[src/rtl/gps_pkg.sv]
package gps_pkg;
  // Strobes from the control side to the code register; at most one per cycle.
  typedef struct packed {
    logic incr;   // raise gain: lower the code
    logic decr;   // lower gain: raise the code
    logic clear;  // return to maximum gain
  } gps_cmd_t;
endpackage

[src/rtl/gps_sync.sv]
module gps_sync #(
  parameter int W      = 2,
  parameter int STAGES = 2
) (
  input  logic         clk,
  input  logic         rstN,
  input  logic [W-1:0] asyncIn,
  output logic [W-1:0] syncOut
);
  // Idle level of active-low lines is high, so stages reset to ones.
  logic [W-1:0] stg [STAGES];

  always_ff @(posedge clk or negedge rstN) begin
    if (!rstN) begin
      for (int s = 0; s < STAGES; s++) stg[s] <= '1;
    end else begin
      stg[0] <= asyncIn;
      for (int s = 1; s < STAGES; s++) stg[s] <= stg[s-1];
    end
  end

  assign syncOut = stg[STAGES-1];
endmodule

[src/rtl/gps_line_qual.sv]
module gps_line_qual #(
  parameter int MIN_HIGH_CYC = 4,
  parameter int MIN_LOW_CYC  = 4
) (
  input  logic clk,
  input  logic rstN,
  input  logic lineIn,
  output logic qualRise
);
  localparam int HCW = $clog2(MIN_HIGH_CYC + 1);
  localparam int LCW = $clog2(MIN_LOW_CYC + 1);
  localparam logic [HCW-1:0] HIGH_LIM = HCW'(MIN_HIGH_CYC);
  localparam logic [LCW-1:0] LOW_LIM  = LCW'(MIN_LOW_CYC);

  logic           linePrev;
  logic [HCW-1:0] highCnt;
  logic [LCW-1:0] lowCnt;
  logic           armed;
  logic           fallNow;
  logic           riseNow;

  assign fallNow = linePrev & ~lineIn;
  assign riseNow = ~linePrev & lineIn;

  always_ff @(posedge clk or negedge rstN) begin
    if (!rstN) begin
      linePrev <= 1'b1;
      highCnt  <= '0;
      lowCnt   <= '0;
      armed    <= 1'b0;
    end else begin
      linePrev <= lineIn;
      if (lineIn) begin
        highCnt <= (highCnt == HIGH_LIM) ? highCnt : highCnt + 1'b1;
        lowCnt  <= '0;
      end else begin
        highCnt <= '0;
        lowCnt  <= (lowCnt == LOW_LIM) ? lowCnt : lowCnt + 1'b1;
      end
      // A pulse is armed only if the line had been high long enough.
      if (fallNow) armed <= (highCnt == HIGH_LIM);
    end
  end

  assign qualRise = riseNow & armed & (lowCnt == LOW_LIM);

  // an accepted release follows a low line on the previous cycle.
  assert_qual_after_low_R6: assert property (@(posedge clk) disable iff (!rstN)
    qualRise |-> !$past(lineIn));
endmodule

[src/rtl/gps_ctrl.sv]
module gps_ctrl
  import gps_pkg::*;
#(
  parameter int MIN_HIGH_CYC = 4,
  parameter int MIN_LOW_CYC  = 4,
  parameter int RESET_CYC    = 6
) (
  input  logic     clk,
  input  logic     rstN,
  input  logic     upSync,
  input  logic     dnSync,
  output gps_cmd_t cmd
);
  localparam int RCW = $clog2(RESET_CYC + 1);
  localparam logic [RCW-1:0] RST_LAST = RCW'(RESET_CYC - 1);
  localparam logic [RCW-1:0] RST_LIM  = RCW'(RESET_CYC);

  logic [1:0]     lineVec;
  logic [1:0]     qualVec;
  logic           bothLow;
  logic           bothHigh;
  logic           overlap;
  logic [RCW-1:0] bothCnt;

  assign lineVec = {dnSync, upSync};

  for (genvar i = 0; i < 2; i++) begin : g_qual
    gps_line_qual #(
      .MIN_HIGH_CYC(MIN_HIGH_CYC),
      .MIN_LOW_CYC (MIN_LOW_CYC)
    ) qual_i (
      .clk     (clk),
      .rstN    (rstN),
      .lineIn  (lineVec[i]),
      .qualRise(qualVec[i])
    );
  end

  assign bothLow  = ~upSync & ~dnSync;
  assign bothHigh = upSync & dnSync;

  always_ff @(posedge clk or negedge rstN) begin
    if (!rstN) begin
      bothCnt <= '0;
      overlap <= 1'b0;
    end else begin
      bothCnt <= bothLow ? ((bothCnt == RST_LIM) ? bothCnt : bothCnt + 1'b1) : '0;
      // Any overlap of the two lines taints both pulses until both lines are idle.
      if (bothLow)       overlap <= 1'b1;
      else if (bothHigh) overlap <= 1'b0;
    end
  end

  assign cmd.clear = bothLow & (bothCnt == RST_LAST);
  assign cmd.incr  = qualVec[0] & ~overlap;
  assign cmd.decr  = qualVec[1] & ~overlap;

  // a reset strobe is a single cycle per overlap.
  assert_clear_single_R8: assert property (@(posedge clk) disable iff (!rstN)
    cmd.clear |=> !cmd.clear);
  // the strobes never coincide.
  assert_strobe_exclusive_R9: assert property (@(posedge clk) disable iff (!rstN)
    $onehot0({cmd.incr, cmd.decr, cmd.clear}));
  // a step only happens when the line has just come back high.
  assert_step_on_release_R11: assert property (@(posedge clk) disable iff (!rstN)
    cmd.decr |-> (dnSync && !$past(dnSync)));
endmodule

[src/rtl/gps_datapath.sv]
module gps_datapath
  import gps_pkg::*;
#(
  parameter int CODE_W = 6,
  parameter int STEP0  = 1,
  parameter int STEP1  = 2,
  parameter int STEP2  = 4,
  parameter int STEP3  = 12
) (
  input  logic              clk,
  input  logic              rstN,
  input  gps_cmd_t          cmd,
  input  logic [1:0]        stepSel,
  input  logic              hold,
  output logic [CODE_W-1:0] code
);
  localparam logic [CODE_W-1:0] CODE_MAX = '1;

  logic [CODE_W-1:0] stepAmt;
  logic [CODE_W-1:0] codeNext;

  always_comb begin
    unique case (stepSel)
      2'b00:   stepAmt = CODE_W'(STEP0);
      2'b01:   stepAmt = CODE_W'(STEP1);
      2'b10:   stepAmt = CODE_W'(STEP2);
      default: stepAmt = CODE_W'(STEP3);
    endcase
  end

  always_comb begin
    codeNext = code;
    if (!hold) begin
      if (cmd.clear)
        codeNext = '0;
      else if (cmd.incr)
        codeNext = (code >= stepAmt) ? code - stepAmt : '0;
      else if (cmd.decr)
        codeNext = ((CODE_MAX - code) >= stepAmt) ? code + stepAmt : CODE_MAX;
    end
  end

  always_ff @(posedge clk or negedge rstN) begin
    if (!rstN) code <= '0;
    else       code <= codeNext;
  end

  assert_hold_freeze_R10: assert property (@(posedge clk) disable iff (!rstN)
    hold |=> $stable(code));
  assert_clear_zero_R8: assert property (@(posedge clk) disable iff (!rstN)
    (cmd.clear && !hold) |=> (code == '0));
  assert_floor_clamp_R5: assert property (@(posedge clk) disable iff (!rstN)
    (cmd.incr && !hold && code == '0) |=> (code == '0));
  assert_ceiling_clamp_R5: assert property (@(posedge clk) disable iff (!rstN)
    (cmd.decr && !hold && code == CODE_MAX) |=> (code == CODE_MAX));
  assert_up_lowers_R2: assert property (@(posedge clk) disable iff (!rstN)
    (cmd.incr && !hold && code != '0) |=> (code < $past(code)));
  assert_dn_raises_R3: assert property (@(posedge clk) disable iff (!rstN)
    (cmd.decr && !hold && code != CODE_MAX) |=> (code > $past(code)));
endmodule

[src/rtl/gain_pulse_stepper.sv]
module gain_pulse_stepper
  import gps_pkg::*;
#(
  parameter int CODE_W       = 6,
  parameter int SYNC_STAGES  = 2,
  parameter int MIN_HIGH_CYC = 4,
  parameter int MIN_LOW_CYC  = 4,
  parameter int RESET_CYC    = 6
) (
  input  logic              clk,
  input  logic              rstN,
  input  logic              upN,
  input  logic              dnN,
  input  logic [1:0]        stepSel,
  input  logic              hold,
  output logic [CODE_W-1:0] atten
);
  logic [1:0] lineSync;
  gps_cmd_t   cmd;

  gps_sync #(.W(2), .STAGES(SYNC_STAGES)) sync_i (
    .clk    (clk),
    .rstN   (rstN),
    .asyncIn({dnN, upN}),
    .syncOut(lineSync)
  );

  gps_ctrl #(
    .MIN_HIGH_CYC(MIN_HIGH_CYC),
    .MIN_LOW_CYC (MIN_LOW_CYC),
    .RESET_CYC   (RESET_CYC)
  ) ctrl_i (
    .clk   (clk),
    .rstN  (rstN),
    .upSync(lineSync[0]),
    .dnSync(lineSync[1]),
    .cmd   (cmd)
  );

  gps_datapath #(.CODE_W(CODE_W)) dp_i (
    .clk    (clk),
    .rstN   (rstN),
    .cmd    (cmd),
    .stepSel(stepSel),
    .hold   (hold),
    .code   (atten)
  );

  // the code leaves reset at maximum gain.
  assert_reset_max_gain_R1: assert property (@(posedge clk)
    $rose(rstN) |-> (atten == '0));
endmodule

[config.mk]
export PLATFORM = sky130hd
export DESIGN_NAME = gain_pulse_stepper
export DESIGN_NICKNAME = d
export VERILOG_FILES = /design/src/rtl/gps_pkg.sv /design/src/rtl/gps_sync.sv /design/src/rtl/gps_line_qual.sv /design/src/rtl/gps_ctrl.sv /design/src/rtl/gps_datapath.sv /design/src/rtl/gain_pulse_stepper.sv
export SDC_FILE = /design/constraint.sdc
export NUM_CORES = 1
export LEC_CHECK = 0
export CELL_PAD_IN_SITES_DETAIL_PLACEMENT = 1
export CELL_PAD_IN_SITES_GLOBAL_PLACEMENT = 2
export CORE_ASPECT_RATIO = 0.5
export CORE_UTILIZATION = 43
export DETAILED_ROUTE_END_ITERATION = 7
export DONT_BUFFER_PORTS = 1
export GPL_ROUTABILITY_DRIVEN = 1
export MAX_ROUTING_LAYER = met4
export PLACE_DENSITY = 0.93
export SYNTH_ARGS = -nofsm -noshare
export SYNTH_HDL_FRONTEND = slang
export SYNTH_SLANG_ARGS = --single-unit
[constraint.sdc]
create_clock -name clk -period 3.5 [get_ports clk]
set_clock_uncertainty 0.15 [all_clocks]
set_input_delay 0.7 -clock clk [delete_from_list [all_inputs] [get_ports clk]]
set_output_delay 0.7 -clock clk [all_outputs]
set_load 0.005 [all_outputs]
==> key figures <==
Clock network
  • Clk buf depth: 2
  • Clock Tree Root: clkbuf_8
  • CTS clock-pin slew for the worst setup and hold paths: 70 ps
  • Later-pin clock latency in the skew report: 290 ps
  • Clk sinks: 30
  • CTS tree: done
  • CTS H-tree depth: 2
  • TritonCTS buffer count: 5
  • Post-CTS setup buffer count: 0

Worst setup path
  • Max Fanout on Critical Path: 4
  • Crit Path Class: input port to flop
  • Crit. Startpoint: stepSel[1]
  • Crit path required time: 3530 ps
  • Worst path max stage delay: 430 ps
  • CP endpoint kind: flop
  • CP Data Arrival Time: 2530 ps
  • Slowest stage cell on the critical path: fa_1
  • Startpoint types: input port
  • CP Cell Sequence: nor2_1 > ha_1 > inv_1 > fa_1 > nand2b_1 > a21o_1 > and2_1 > o21ai_0 > a32o_1
  • R2r startpoint: dp_i.code[0]

Yosys
  • Mapped Cells: 211
  • Post-synthesis sequential area ratio: 38.4%
  • Synth area leader: dfrtp_1
  • Most frequent cell after synthesis: inv_1
  • Mapped Nets: 244
  • Avg Cell Area, Syn: 9.36 um^2
  • Ys async rst share: 100%
  • Predominant post-synthesis flop cell: dfrtp_1
  • Synth cell count leaders: inv_1 (29), dfrtp_1 (24), ha_1 (24), nand2_1 (20), nor2_1 (16)
  • Top-area cell type share of the netlist area: 30.4%
  • Dominant cells by area after synthesis: dfrtp_1 (30%), ha_1 (15%), dfstp_2 (8.0%), inv_1 (5.5%), nand2_1 (3.8%)
  • Cell variety after synth: 45
  • EDFF count, synth: 0
  • Yosys reg bits: 30
  • Synthesized area: 0.00197 mm^2
  • Yosys warns: 0

STA
  • Final setup fails: 0
  • Highest achievable clock rate: 400 MHz
  • Setup_tns: 0 ps
  • Max-slew headroom: 72.8%
  • Worst Tran Pin Value: 402 ps
  • Fin crit period: 2500 ps
  • Worst Slack Setup Final: 999 ps
  • Slew Viols, Final: 0
  • RSZ-0062 raised after global routing: false
  • Fin crit share: 71.4%
  • Final hold vios: 0

Worst hold path
  • HP Class: input port to async pin

Placement
  • Routability cong.: 0.826
  • Placed inst area: 0.00203 mm^2
  • Pre-CTS setup slack: 675 ps
  • Buffers added on ports: 0
  • Hpwl dp: 3.16 mm

Drt
  • Final WL: 4.17 mm
  • Post-detailed-route count of antenna-violating nets: 0
  • DR WL/cell: 15.4 um
  • Total number of vias: 1,492
  • DR pass1 iterations: 6
  • DRC: 2
  • DRT iter0 DRCs: 40
  • Via density: 5.51

Floorplanning
  • Core region area: 0.00414 mm^2
  • Initial Utilization: 47.6%
  • I/O pin total: 13
  • # rows: 16
  • Die area: 0.00488 mm^2
  • Die Width: 97.8 um
  • Die height: 49.9 um

Global route
  • First-pass GRT wire length: 7.56 mm
  • Initial antenna violation count: 0
  • Largest net degree at the start of global routing: 25
  • GR Util All Layers: 20.9%
  • Number of global-route vias before repair: 1,585
  • Total grt overflow: 0

Final layout
  • Area added between synthesis and finish: 11.1%
  • Layout cells sized above 1: 10.1%
  • Sequential cell area: 758 um^2
  • Area of the multi-input gates: 0.00109 mm^2
  • Fill count: 477
  • Post-layout instance area: 0.00219 mm^2
  • Final nets: 249
  • Ant. Diodes: 0

Power and ir drop
  • Leak: 0.00104 uW
  • Power Density: 460 mW/mm^2
  • Worst ir drop on vdd: 0.234 mV

Status
  • Status: finished, violations left
  • Violated checks: DRC

Job
  • Max Cap Violations: 0
[placed cells by master, fill, tap and decap left out, drive strengths merged, types with 2 or more instances in the layout]
cell	synthesis	final
o31ai	3	3
and2	2	2
a31oi	4	4
or2	2	2
a21o	2	2
o211ai	2	2
nor2	16	16
bufinv	0	2
nand2b	4	4
ha	24	24
clkbuf	3	6
dfstp	6	6
nand2	21	21
inv	30	30
dfrtp	24	24
a21oi	9	9
a221oi	2	2
o21ai	11	11
a32o	4	4
and3	2	2
xor2	3	3
o31a	2	2
nand3	6	6
xnor2	7	7
nor3	4	4
fa	2	2
[critical path, delay by kind of cell]
kind	cells	cell delay, ps
and+or+nand+nor	3	510
AOI/OAI and AO/OA	3	570
buffers and inverters	1	70
adders and majority gates	2	670
[what timing repair did]
action / in CTS / in global routing
endpoints found under the hold margin: 24 / 0
resized for setup: 0 / 0
hold buffers: 1 / 0
[routing by layer]
| metal | GRT usage, % | part of all wire, % | up-vias | wire (um) |
|---|---|---|---|---|
| met5 | - | 0 | - | 0 |
| met4 | 7.58 | 1.6 | 0 | 67 |
| met3 | 4.82 | 3.0 | 9 | 125 |
| met2 | 34.6 | 49 | 13 | 2030 |
| met1 | 25.2 | 47 | 745 | 1950 |
| li1 | - | - | 725 | - |
[power by group]
part	leakage [uW]	switching, uW	internal, uW	total, uW
logic	0.000599	90.4	69.4	160
clock network	0.0000714	135	303	438
registers	0.000374	31.2	379	410
[through the flow]
step	cells	hold slack, ps	power, uW	util [%]
2_1_floorplan	211	195	530	-
3_3_place_gp	262	196	558	49.0
3_5_place_dp	262	198	568	49.0
4_1_cts	271	64.4	1020	52.9
5_1_grt	271	56.0	1070	52.9
6_report	271	63.8	1010	52.9
[layout make-up]
type	instances	area share (%)
Inverter	30	5.13
Clock inverter	2	2.74
Clock buffer	6	3.76
Multi-Input combinational cell	148	49.8
Tap cell	54	3.08
Sequential cell	30	34.6
Timing Repair Buffer	1	0.913
[worst paths after layout]
path,cells past startpoint,slack [ps],to
worst max-delay path,9,1000,dp_i.code[3]
worst min-delay path,1,60,ctrl_i.g_qual[1].qual_i.highCnt[1]
worst max register to register,9,1150,dp_i.code[3]
worst min register to register,0,210,sync_i.syncOut[1]
max in group asynchronous,1,2980,dp_i.code[0]
min in group clk,0,210,sync_i.syncOut[1]
[kinds of logic after synthesis]
kind of cell             synth area share [%]
AND/OR/NAND/NOR                          16.8
AO/OA/AOI/OAI                            16.3
buffers and inverters                    6.27
flip-flops                               38.4
adder cells (fa/ha/maj)                  17.2
XOR/XNOR                                 4.44
multiplexers                            0.570
[sequential cells by signal, indices dropped and copies added (netlist names)]
| name | cells |
|---|---|
| ctrl_i.bothCnt | 3 |
| ctrl_i.g_qual.qual_i.armed | 2 |
| ctrl_i.g_qual.qual_i.highCnt | 6 |
| ctrl_i.g_qual.qual_i.linePrev | 2 |
| ctrl_i.g_qual.qual_i.lowCnt | 6 |
| ctrl_i.overlap | 1 |
| dp_i.code | 6 |
| sync_i.stg | 2 |
| sync_i.syncOut | 2 |
(Power assumes the default switching activity.)
